--- config.mk ---
export PLATFORM = sky130hd
export DESIGN_NAME = pix_cap_demux
export DESIGN_NICKNAME = d
export VERILOG_FILES = /design/src/rtl/pix_cap_pkg.sv /design/src/rtl/pix_ilv_unpack.sv /design/src/rtl/pix_split_pair.sv /design/src/rtl/pix_ddr_lanes.sv /design/src/rtl/pix_cap_demux.sv
export SDC_FILE = /design/constraint.sdc
export NUM_CORES = 1
export LEC_CHECK = 0
export BUFFER_PORTS_ARGS = -buffer_cell sky130_fd_sc_hd__buf_2
export CAP_MARGIN = 5
export CELL_PAD_IN_SITES_DETAIL_PLACEMENT = 1
export CELL_PAD_IN_SITES_GLOBAL_PLACEMENT = 1
export CORE_ASPECT_RATIO = 1.4
export CORE_MARGIN = 3
export CORE_UTILIZATION = 46
export CTS_CLUSTER_DIAMETER = 50
export DETAILED_ROUTE_END_ITERATION = 16
export GPL_TIMING_DRIVEN = 0
export PLACE_DENSITY_LB_ADDON = 0.15
export SYNTH_ARGS = -nofsm -noshare
export SYNTH_HDL_FRONTEND = slang
export SYNTH_SLANG_ARGS = --single-unit
--- constraint.sdc ---
create_clock -name clk -period 4.9 [get_ports clk]
set_input_delay 0.245 -clock clk [delete_from_list [all_inputs] [get_ports clk]]
set_output_delay 0.245 -clock clk [all_outputs]
set_load 0.05 [all_outputs]
--- src/rtl/pix_cap_pkg.sv ---
package pix_cap_pkg;

    parameter int unsigned PIX_W = 8;

    typedef logic [PIX_W-1:0] pix_t;

    typedef struct packed {
        pix_t y0;
        pix_t y1;
        pix_t cb;
        pix_t cr;
    } grp_t;

    localparam logic [2:0] MD_SD        = 3'b000;
    localparam logic [2:0] MD_HD_SDR    = 3'b001;
    localparam logic [2:0] MD_HD_DDR    = 3'b010;
    localparam logic [2:0] MD_DUAL_SDR  = 3'b011;
    localparam logic [2:0] MD_DUAL_DDR  = 3'b100;
    localparam logic [2:0] MD_ED_DBLCLK = 3'b111;

    localparam logic [1:0] EDGE_LUMA_FALL = 2'b00;
    localparam logic [1:0] EDGE_LUMA_RISE = 2'b11;

    function automatic logic mode_reserved(input logic [2:0] m);
        return (m == 3'b101) || (m == 3'b110);
    endfunction

    function automatic logic mode_has_sd(input logic [2:0] m);
        return (m == MD_SD) || (m == MD_DUAL_SDR) || (m == MD_DUAL_DDR);
    endfunction

    function automatic logic mode_is_ddr(input logic [2:0] m);
        return (m == MD_HD_DDR) || (m == MD_DUAL_DDR);
    endfunction

    function automatic logic mode_is_split(input logic [2:0] m);
        return (m == MD_HD_SDR) || (m == MD_DUAL_SDR);
    endfunction

    function automatic logic edge_reserved(input logic [1:0] e);
        return (e != EDGE_LUMA_FALL) && (e != EDGE_LUMA_RISE);
    endfunction

endpackage

--- src/rtl/pix_ilv_unpack.sv ---
module pix_ilv_unpack
    import pix_cap_pkg::*;
(
    input  logic clk,
    input  logic rst,
    input  logic en,
    input  logic align,
    input  pix_t din,
    output grp_t grp,
    output logic grp_valid
);
    localparam int unsigned SLOTS = 4;
    localparam int unsigned PH_W  = $clog2(SLOTS);

    logic [PH_W-1:0] ph_q;
    logic [PH_W-1:0] cur_ph;
    pix_t            cb_h, y0_h, cr_h;

    assign cur_ph = align ? '0 : ph_q;

    always_ff @(posedge clk) begin
        if (rst) begin
            ph_q      <= '0;
            cb_h      <= '0;
            y0_h      <= '0;
            cr_h      <= '0;
            grp       <= '0;
            grp_valid <= 1'b0;
        end else if (!en) begin
            ph_q      <= '0;
            grp_valid <= 1'b0;
        end else begin
            ph_q      <= cur_ph + PH_W'(1);
            grp_valid <= (cur_ph == PH_W'(SLOTS-1));
            case (cur_ph)
                PH_W'(0): cb_h <= din;
                PH_W'(1): y0_h <= din;
                PH_W'(2): cr_h <= din;
                default:  grp  <= '{y0: y0_h, y1: din, cb: cb_h, cr: cr_h};
            endcase
        end
    end
endmodule

--- src/rtl/pix_split_pair.sv ---
module pix_split_pair
    import pix_cap_pkg::*;
(
    input  logic clk,
    input  logic rst,
    input  logic en,
    input  logic align,
    input  pix_t luma,
    input  pix_t chroma,
    output grp_t grp,
    output logic grp_valid
);
    logic ph_q;
    logic cur_ph;
    pix_t y0_h, cb_h;

    assign cur_ph = align ? 1'b0 : ph_q;

    always_ff @(posedge clk) begin
        if (rst) begin
            ph_q      <= 1'b0;
            y0_h      <= '0;
            cb_h      <= '0;
            grp       <= '0;
            grp_valid <= 1'b0;
        end else if (!en) begin
            ph_q      <= 1'b0;
            grp_valid <= 1'b0;
        end else begin
            ph_q      <= ~cur_ph;
            grp_valid <= cur_ph;
            if (!cur_ph) begin
                y0_h <= luma;
                cb_h <= chroma;
            end else begin
                grp <= '{y0: y0_h, y1: luma, cb: cb_h, cr: chroma};
            end
        end
    end
endmodule

--- src/rtl/pix_ddr_lanes.sv ---
module pix_ddr_lanes
    import pix_cap_pkg::*;
(
    input  logic clk,
    input  logic rst,
    input  logic luma_on_rise,
    input  pix_t din,
    output pix_t luma,
    output pix_t chroma
);
    pix_t fall_q;

    always_ff @(negedge clk) begin
        if (rst) fall_q <= '0;
        else     fall_q <= din;
    end

    assign luma   = luma_on_rise ? din    : fall_q;
    assign chroma = luma_on_rise ? fall_q : din;
endmodule

--- src/rtl/pix_cap_demux.sv ---
module pix_cap_demux
    import pix_cap_pkg::*;
(
    input  logic             clk,
    input  logic             rst,
    input  logic [2:0]       mode_sel,
    input  logic [1:0]       edge_sel,
    input  logic             sd_bus_swap,
    input  logic             align,
    input  logic [PIX_W-1:0] bus_y,
    input  logic [PIX_W-1:0] bus_c,
    input  logic [PIX_W-1:0] bus_s,
    output logic             sd_valid,
    output logic [PIX_W-1:0] sd_y0,
    output logic [PIX_W-1:0] sd_y1,
    output logic [PIX_W-1:0] sd_cb,
    output logic [PIX_W-1:0] sd_cr,
    output logic             hd_valid,
    output logic [PIX_W-1:0] hd_y0,
    output logic [PIX_W-1:0] hd_y1,
    output logic [PIX_W-1:0] hd_cb,
    output logic [PIX_W-1:0] hd_cr,
    output logic             cfg_err
);
    logic is_ddr, sd_en, split_en, dbl_en;
    pix_t sd_src, ddr_luma, ddr_chroma, sp_luma, sp_chroma;
    grp_t sd_grp, sp_grp, dbl_grp, hd_grp;
    logic sd_v, sp_v, dbl_v;

    assign is_ddr   = mode_is_ddr(mode_sel);
    assign cfg_err  = mode_reserved(mode_sel) | (is_ddr & edge_reserved(edge_sel));
    assign sd_en    = mode_has_sd(mode_sel) & ~cfg_err;
    assign split_en = (mode_is_split(mode_sel) | is_ddr) & ~cfg_err;
    assign dbl_en   = (mode_sel == MD_ED_DBLCLK) & ~cfg_err;

    assign sd_src = sd_bus_swap ? bus_y : bus_s;

    pix_ilv_unpack u_sd (
        .clk(clk), .rst(rst), .en(sd_en), .align(align),
        .din(sd_src), .grp(sd_grp), .grp_valid(sd_v)
    );

    pix_ddr_lanes u_ddr (
        .clk(clk), .rst(rst), .luma_on_rise(edge_sel == EDGE_LUMA_RISE),
        .din(bus_y), .luma(ddr_luma), .chroma(ddr_chroma)
    );

    assign sp_luma   = is_ddr ? ddr_luma   : bus_y;
    assign sp_chroma = is_ddr ? ddr_chroma : bus_c;

    pix_split_pair u_split (
        .clk(clk), .rst(rst), .en(split_en), .align(align),
        .luma(sp_luma), .chroma(sp_chroma), .grp(sp_grp), .grp_valid(sp_v)
    );

    pix_ilv_unpack u_dbl (
        .clk(clk), .rst(rst), .en(dbl_en), .align(align),
        .din(bus_y), .grp(dbl_grp), .grp_valid(dbl_v)
    );

    assign hd_grp   = dbl_en ? dbl_grp : sp_grp;
    assign sd_valid = sd_v & sd_en;
    assign hd_valid = (sp_v & split_en) | (dbl_v & dbl_en);

    assign sd_y0 = sd_grp.y0;
    assign sd_y1 = sd_grp.y1;
    assign sd_cb = sd_grp.cb;
    assign sd_cr = sd_grp.cr;
    assign hd_y0 = hd_grp.y0;
    assign hd_y1 = hd_grp.y1;
    assign hd_cb = hd_grp.cb;
    assign hd_cr = hd_grp.cr;
endmodule

Word-level counts from Yosys, hierarchy flattened:

Index checks and enable logic that the tools add are counted.

* muxes and demuxes: 9
* bitwise logic cells: 17
* equality and inequality tests: 15
* reductions and logical operators: 25
* add/sub/neg operators: 2

Operators with widths (number)
* 2-to-1 mux 8 bit: 5
* 2-to-1 mux 32 bit: 1
* AND reduction 2 bit: 10
* equality test 3 bit, second input constant: 4
* equality test 2 bit, second input constant: 5
* bitwise AND 1 bit: 7
* inverter 1 bit: 7
* equality test 3 x 2 -> 1 bit, second input constant: 2
* OR reduction 2 bit: 3
* OR reduction 3 bit: 2
* logical OR 1 bit: 5
* adder 2 x 1 -> 2 bit, second input constant: 2
* equality test 2 x 1 -> 1 bit, second input constant: 2
* logical NOT 2 bit: 2
* 2-to-1 mux 2 bit: 2
* equality test 3 x 1 -> 1 bit, second input constant: 1
* logical NOT 3 bit: 1
* bitwise OR 1 bit: 3
* inequality test 2 bit, second input constant: 1
* nonzero test 2 bit: 1
* logical AND 1 bit: 1
* 2-to-1 mux 1 bit: 1

* flip-flop bits (word level): 176
* logic and storage cells: 95
* input bits: 33
* output and inout port bits: 67

Logic depth before layout (Yosys ltp):

Gate-level depths: netlist of run 1.

* word-level depth: 8
* depth in mapped cells: 8
* gate-level depth less buffers: 6

Cells and area by module:

A second synthesis of run 1 with hierarchy kept.

* cells, all modules: 853
* area, all modules: 7584.8 um^2

By module, submodules not included
* pix_ilv_unpack: cells an instance 258, instances 2, area each 2168.3 um^2
* pix_split_pair: cells an instance 219, instances 1, area each 1904.3 um^2
* pix_cap_demux: cells an instance 83, instances 1, area each 880.8 um^2
* pix_ddr_lanes: cells an instance 35, instances 1, area each 462.9 um^2

==> metrics.md, run 1 <==
| Metric | Value |
|---|---|
| Rel. slew slack | 57.1% |
| Footprint of the multi-input gates | 3470 um2 |
| CTS clk-pin slew, worst paths | 0.07 ns |
| Critical path capture point type | register |
| Drt initial violations | about 340 |
| Register Area | 3520 um2 |
| Worst path cell trace | mux2_2 > mux2i_1 > o22ai_1 |
| DR pass1 iterations | 4 |
| #FFs+latches synth | 176 |
| Mapped Cells | ~840 |
| Core ar. | 15300 um2 |
| Total track usage | between 20% and 30% |
| Mapped Nets | about 890 |
| Post-cts resize count | 0 |
| MaxCap Viol Count | 0 |
| Ys Warns | 0 |
| Initial Utilization | between 40% and 50% |
| Synth Cell Area | roughly 7300 um2 |
| Nets | roughly 1000 |
| Num CTS Buffers | 17 |
| Fill cells | 1868 |
| Buffers on Ports | 97 |
| M1 WL | slightly below 9000 um |
| CTS Sinks | ~180 |
| Root Driver | clkbuf_16 |
| Vias | between 6000 and 7000 |
| Synth cell types | 36 |
| RSZ-0062 raised after global routing | false |
| Drt drc | 0 |
| Vias per cell | between 5 and 6 |
| N_diodes | 0 |
| Largest net degree at the start of global routing | 19 |
| Final Cell Area | about 8600 um2 |
| Peak VDD IR | 0.251 mV |
| Max FO, Critical Path | 2 |
| Setup TNS | 0 ns |
| Leak | 0.00380 uW |
| HP Class | input port to register |
| Cts hold-fix bufs | 0 |
| Layout Skew | approximately 0.031 ns |
| Crit path arrival time | between 3 and 4 ns |
| Overall power | around 3100 uW |
| Delay-heaviest family, CP | multiplexers |
| TritonCTS clock tree | done |
| Routed wl met2 | approximately 12000 um |
| Final Hold Fails | 0 |
| Post-route antenna net violation count | 0 |
| Final WL | about 23000 um |
| GRT overflow | 0 |
| Vias in the first global route | between 7000 and 8000 |
| Die W | approximately 110 um |
| I/O Pins | 100 |
| Placed instance area | ~8000 um2 |
| Area Growth Syn to Fin | 18.4% |
| Max Slew Vio Count | 0 |
| Met3 routed WL | 1120 um |
| Share of layout cells above drive strength 1 | ~18% |
| WS Path Type | register to register |
| Critical path's largest stage delay | ~0.32 ns |
| CP required | about 5.2 ns |
| Full die area | around 17000 um2 |
| WP buf/inv | 0 |
| PwrDens | between 300 and 400 nW/um2 |
| Worst-Margin Slew | around 0.64 ns |
| Startpoint Class | register |
| Slowest CP cell | dfxtp_1 |
| Post-DP HPWL | around 17000 um |
| RD Place Congestion | roughly 0.87 |
| Die H | approximately 150 um |
| # rows | 53 |
| Layout Utilization | 56.6% |
| Initial antenna violation count | 0 |
| Drt wl/cell | ~20 um |
| First-pass GRT wire length | 37100 um |
| Post-CTS Setup Bufs | 0 |
| Worst-Skew Late Latency | ~0.46 ns |
| Register area share after synthesis | 48.3% |
| Top Layer Used | met4 |
| Final setup violation count | 0 |
| Clock buffer depth | 2 |
| CTS H-Tree Depth | 4 |
| Status | completed |
| Syn Area/Cell | 8.66 um2 |
final timing paths:
check	from	to	slack, ns	cells past startpoint
min	bus_c[6]	u_split.grp[6]	0.12	3
min reg2reg	u_dbl.cb_h[4]	u_dbl.cb_h[4]	0.46	2
max	u_ddr.fall_q[5]	u_split.grp[5]	1.28	3
max reg2reg	u_ddr.fall_q[5]	u_split.grp[5]	1.28	3
Yosys cell counts, drive strengths merged:
| cell type | instances | area share [%] |
|---|---|---|
| nand2 | 216 | 11 |
| dfxtp | 176 | 48 |
| a21oi | 97 | 6.7 |
| mux2i | 72 | 9.9 |
| nand2b | 69 | 5.9 |
| clkbuf | 38 | 2.0 |
| a211oi | 25 | 2.6 |
| buf | 25 | 1.8 |
| o21ai | 18 | 1.2 |
| nand3 | 17 | 1.2 |
| o22ai | 16 | 1.4 |
| ha | 11 | 1.9 |
| nor2b | 11 | 0.94 |
| and2 | 8 | 0.69 |
| mux2 | 8 | 1.2 |
| or2 | 8 | 0.69 |
| inv | 7 | 0.36 |
| nor2 | 3 | 0.26 |
| or3 | 3 | 0.26 |
| nor3 | 2 | 0.21 |
| nor3b | 2 | 0.21 |
| o31ai | 2 | 0.27 |
| a32o | 1 | 0.14 |
| and3 | 1 | 0.086 |
| and4 | 1 | 0.12 |
| nand4 | 1 | 0.086 |
| o21bai | 1 | 0.15 |
| o31a | 1 | 0.12 |
| xnor2 | 1 | 0.12 |
| xor2 | 1 | 0.12 |
worst min-delay path: stages:
cell and delay, ns:
buf_2 0.08, mux2i_1 0.08, o22ai_1 0.10
cell type report:
type,instances,area share (%)
plain buffers,63,3.16
clock buffers,17,4.93
repair buffers,97,5.62
clock inverters,23,2.22
multi-input cells,596,40.2
well taps,192,2.78
flip-flops and latches,176,40.8
inverters,6,0.261
sequential cells by signal (all words and copies together), names as in the netlist, 2 cells and up:
name / flops
u_dbl.cb_h: 8
u_sd.ph_q: 2
u_ddr.fall_q: 8
u_split.cb_h: 8
u_dbl.cr_h: 8
u_sd.cr_h: 8
u_sd.grp: 32
u_sd.y0_h: 8
u_split.y0_h: 8
u_dbl.ph_q: 2
u_split.grp: 32
u_dbl.y0_h: 8
u_sd.cb_h: 8
u_dbl.grp: 32
metrics by stage:
stage	hold WS (ns)	setup slack, ns	std cells
6_report	0.118	1.28	1170
4_1_cts	0.104	1.31	1170
2_1_floorplan	0.381	1.51	842
5_1_grt	0.123	1.27	1170
3_5_place_dp	0.453	1.16	1131
3_3_place_gp	0.437	1.23	1131
layer usage:
| metal | vias to the layer above | track usage, % |
|---|---|---|
| li1 | 3066 | - |
| met1 | 3203 | 28.4 |
| met2 | 179 | 50.9 |
| met3 | 69 | 6.03 |
| met4 | 0 | 13.3 |
| met5 | - | 0 |
report_power, final:
part	switching, uW	internal (uW)	total [uW]
registers	17.7	1460	1480
clock network	652	733	1390
logic	178	85.0	263
total	848	2280	3130
cells by family after synthesis:
family | share of synthesized area, %
buffers and inverters | 4.10
AO/OA/AOI/OAI | 12.5
XOR/XNOR | 0.240
AND/OR/NAND/NOR | 21.8
multiplexers | 11.1
adder cells (fa/ha/maj) | 1.89
flip-flops | 48.3
cell usage in the layout (no fill, tap or decap), drive strengths merged, types with 2 or more instances in the layout:
cell    count
o22ai      16
o21ai      18
mux2i      72
or3         3
a21oi      97
clkinv      3
ha         11
dfxtp     176
nor2        3
a211oi     25
nand2     216
nand3      17
nor2b      11
or2         8
nand2b     69
nor3b       2
and2        8
buf       122
mux2        8
inv        24
o31ai       2
clkbuf     55
nor3        2
No activity file was read; power rests on OpenSTA's default activity.
==> run 2: changes to the inputs <==
Settings changed: ABC_AREA set to 1, CORE_UTILIZATION 46 to 41.
Clock period 4.9 ns to 3.4 ns, I/O delays scaled along.
==> metrics.md, run 2 <==
| Metric | Value |
|---|---|
| Status | completed |
| Drt drc | 0 (unchanged) |
| Core ar. | 18100 um2 (+19%) |
| Post-route antenna net violation count | 0 (unchanged) |
| Rel. slew slack | 42.5% (-15 points) |
| Layout Cells excl Fill | 1465 (+25%) |
| Overall power | 4690 uW (+50%) |
| Dpl cells | 1427 (+26%) |
| Seq pwr share | 45.9% (-1.4 points) |
| Vias | 7450 (+14%) |
| N_diodes | 0 (unchanged) |
| Nets | 1257 (+25%) |
| Most frequent cell after synthesis | nand2_1 |
| DR pass1 iterations | 5 (+1) |
| Top flop regs | u_dbl.grp x32, u_sd.grp x32, u_split.grp x32 |
| Crit path arrival time | 1.46 ns (-2.47 ns) |
| Commonest non-fill, non-tap cell in the layout | nand2_1 |
| RSZ-0062 raised after global routing | false |
| Footprint of the multi-input gates | 3310 um2 (-4.5%) |
| CP required | 2.02 ns (-3.18 ns) |
| Vias in the first global route | 7709 (+9.1%) |
| Ys flop type | dfxtp_1 |
| Comb power frac | 11.2% (+2.8 points) |
| Worst-Margin Slew | 0.854 ns (+0.212 ns) |
| Final setup violation count | 0 (unchanged) |
| Post-cts resize count | 0 (unchanged) |
| Post-CTS Setup Bufs | 0 (unchanged) |
| CTS H-Tree Depth | 4 (unchanged) |
| Drt wl/cell | 17.8 um (-11%) |
| #FFs+latches synth | 176 (unchanged) |
| PwrDens | 517 nW/um2 (+43%) |
| Drt initial violations | 501 (+48%) |
| Final Hold Fails | 0 (unchanged) |
| Most frequent cells in the layout | 266 x nand2_1, 176 x dfxtp_1, 148 x nor2_1, 134 x inv_1, 117 x buf_2 |
| Sw Pwr | 1310 uW (+55%) |
| RD Place Congestion | 0.879 (+0.47%) |
| # rows | 58 (+9.4%) |
| Net Sw Frac | 28.0% (+0.88 points) |
| Peak VDD IR | 0.252 mV (+0.13%) |
| Final WL | 26100 um (+12%) |
| Register area share after synthesis | 46.0% (-2.3 points) |
| MaxCap Viol Count | 0 (unchanged) |
| Leak | 0.00442 uW (+16%) |
| Area Growth Syn to Fin | 18.3% (about the same) |
| Commonest cells in the netlist | 266 x nand2_1, 176 x dfxtp_1, 148 x nor2_1 |
| Mapped Nets | 1132 (+28%) |
| CTS clk-pin slew, worst paths | 0.06 ns (about the same) |
| TritonCTS clock tree | done |
| Largest net degree at the start of global routing | 17 (-2) |
| Area contributors post-synth | dfxtp_1 46%, nand2_1 13%, nor2_1 7.2%, o21ai_0 6.3%, inv_1 6.2% |
| Root Driver | clkbuf_16 |
| Full die area | 20400 um2 (+17%) |
| Die W | 122 um (+8.1%) |
| Share of layout cells above drive strength 1 | 13.2% (-4.7 points) |
| Worst path cell trace | buf_2 > clkbuf_1 > clkbuf_1 > nor2_1 |
| Layout Skew | 0.0284 ns (-0.00279 ns) |
| HP Class | input port to register |
| Die H | 168 um (+8.3%) |
| Startpoint Class | input port |
| Num CTS Buffers | 17 (unchanged) |
| Syn Area/Cell | 7.04 um2 (-19%) |
| Top cell type's share of synthesized area | 46.0% (-2.3 points) |
| Worst-Skew Late Latency | 0.46 ns (about the same) |
| WS Path Type | input port to register |
| Fill cells | 2427 (+30%) |
| Ys async rst share | 0% (unchanged) |
| Clock buffer depth | 2 (unchanged) |
| Buffers on Ports | 99 (+2.1%) |
| I/O Pins | 100 (unchanged) |
| Slowest CP cell | clkbuf_1 |
| GRT overflow | 0 (unchanged) |
| Total track usage | 26.1% (-1.1 points) |
| Share of power burned in the clock network | 43.0% (-1.3 points) |
| First-pass GRT wire length | 40900 um (+10%) |
| Area leader, netlist | dfxtp_1 |
| Max Slew Vio Count | 0 (unchanged) |
| Setup TNS | 0 ns (unchanged) |
| Mapped Cells | 1088 (+29%) |
| Vias per cell | 5.09 (-8.7%) |
| Most used cell along the critical path | clkbuf_1 |
| Number of synthesized flops with an enable pin | 0 (unchanged) |
| Initial Utilization | 42.2% (-5.6 points) |
| Int Pwr | 3380 uW (+48%) |
| Cts hold-fix bufs | 0 (unchanged) |
| Critical path's largest stage delay | 0.49 ns (+0.17 ns) |
| Ys Warns | 0 (unchanged) |
| Initial antenna violation count | 0 (unchanged) |
| Register Area | 3520 um2 (unchanged) |
| Critical path capture point type | register |
| CTS Sinks | 176 (unchanged) |
| Synth cell types | 21 (-42%) |
| Post-DP HPWL | 19800 um (+15%) |
| Max FO, Critical Path | 10 (+8) |
| Synth Cell Area | 7660 um2 (+5.1%) |
-- run 2: cell families after synthesis --
kind of cell / synth area share (%)
buf+inv: 10.8
flops: 46.0
fa+ha+maj: 1.80
compound gates: 14.4
simple gates: 27.0
-- run 2: layout make-up --
type / instances / share of cell area (%)
Sequential cell: 176 / 38.9
Tap cell: 240 / 3.31
Buffer: 70 / 3.85
Clock buffer: 19 / 4.78
Timing Repair Buffer: 99 / 5.47
Clock inverter: 20 / 1.96
Inverter: 126 / 5.22
Multi-Input combinational cell: 715 / 36.6
-- run 2: through the flow --
stage	utilization (%)	hold slack, ns	cell area, um2	worst slack (ns)
CTS	50.0	0.113	9070	0.552
floorplan	-	0.377	7660	0.838
global placement	46.6	0.447	8460	0.118
detailed placement	46.6	0.451	8460	0.106
global route	50.0	0.144	9070	0.491
finish	50.0	0.113	9070	0.556
-- run 2: worst paths after layout --
kind	startpoint	end	slack (ns)	cells after the start
min reg2reg	u_sd.grp[7]	u_sd.grp[7]	0.46	2
max	rst	u_ddr.fall_q[7]	0.56	4
min	bus_c[3]	u_split.cb_h[3]	0.11	5
max reg2reg	u_ddr.fall_q[4]	u_split.grp[4]	0.66	6
-- run 2: layer usage --
metal  global-route usage (%)  part of all wire, %  vias up
met5                        0                    0        -
met4                     12.6                  4.7        0
met3                     4.36                  3.6       62
met2                     47.6                   52      187
met1                     28.8                   40     3524
li1                         -                    -     3677
-- run 2: power groups by stage --
stage	clock (uW)	combinational, uW	sequential, uW
CTS	2040	524	2150
finish	2010	524	2150
floorplan	16.3	345	2190
global placement	16.3	509	2190
global route	2140	575	2150
detailed placement	16.3	517	2200
-- run 2: worst max-delay path, delay by kind of cell --
family                 cells  cell delay [ns]
buffers and inverters      3             1.18
and+or+nand+nor            1             0.11
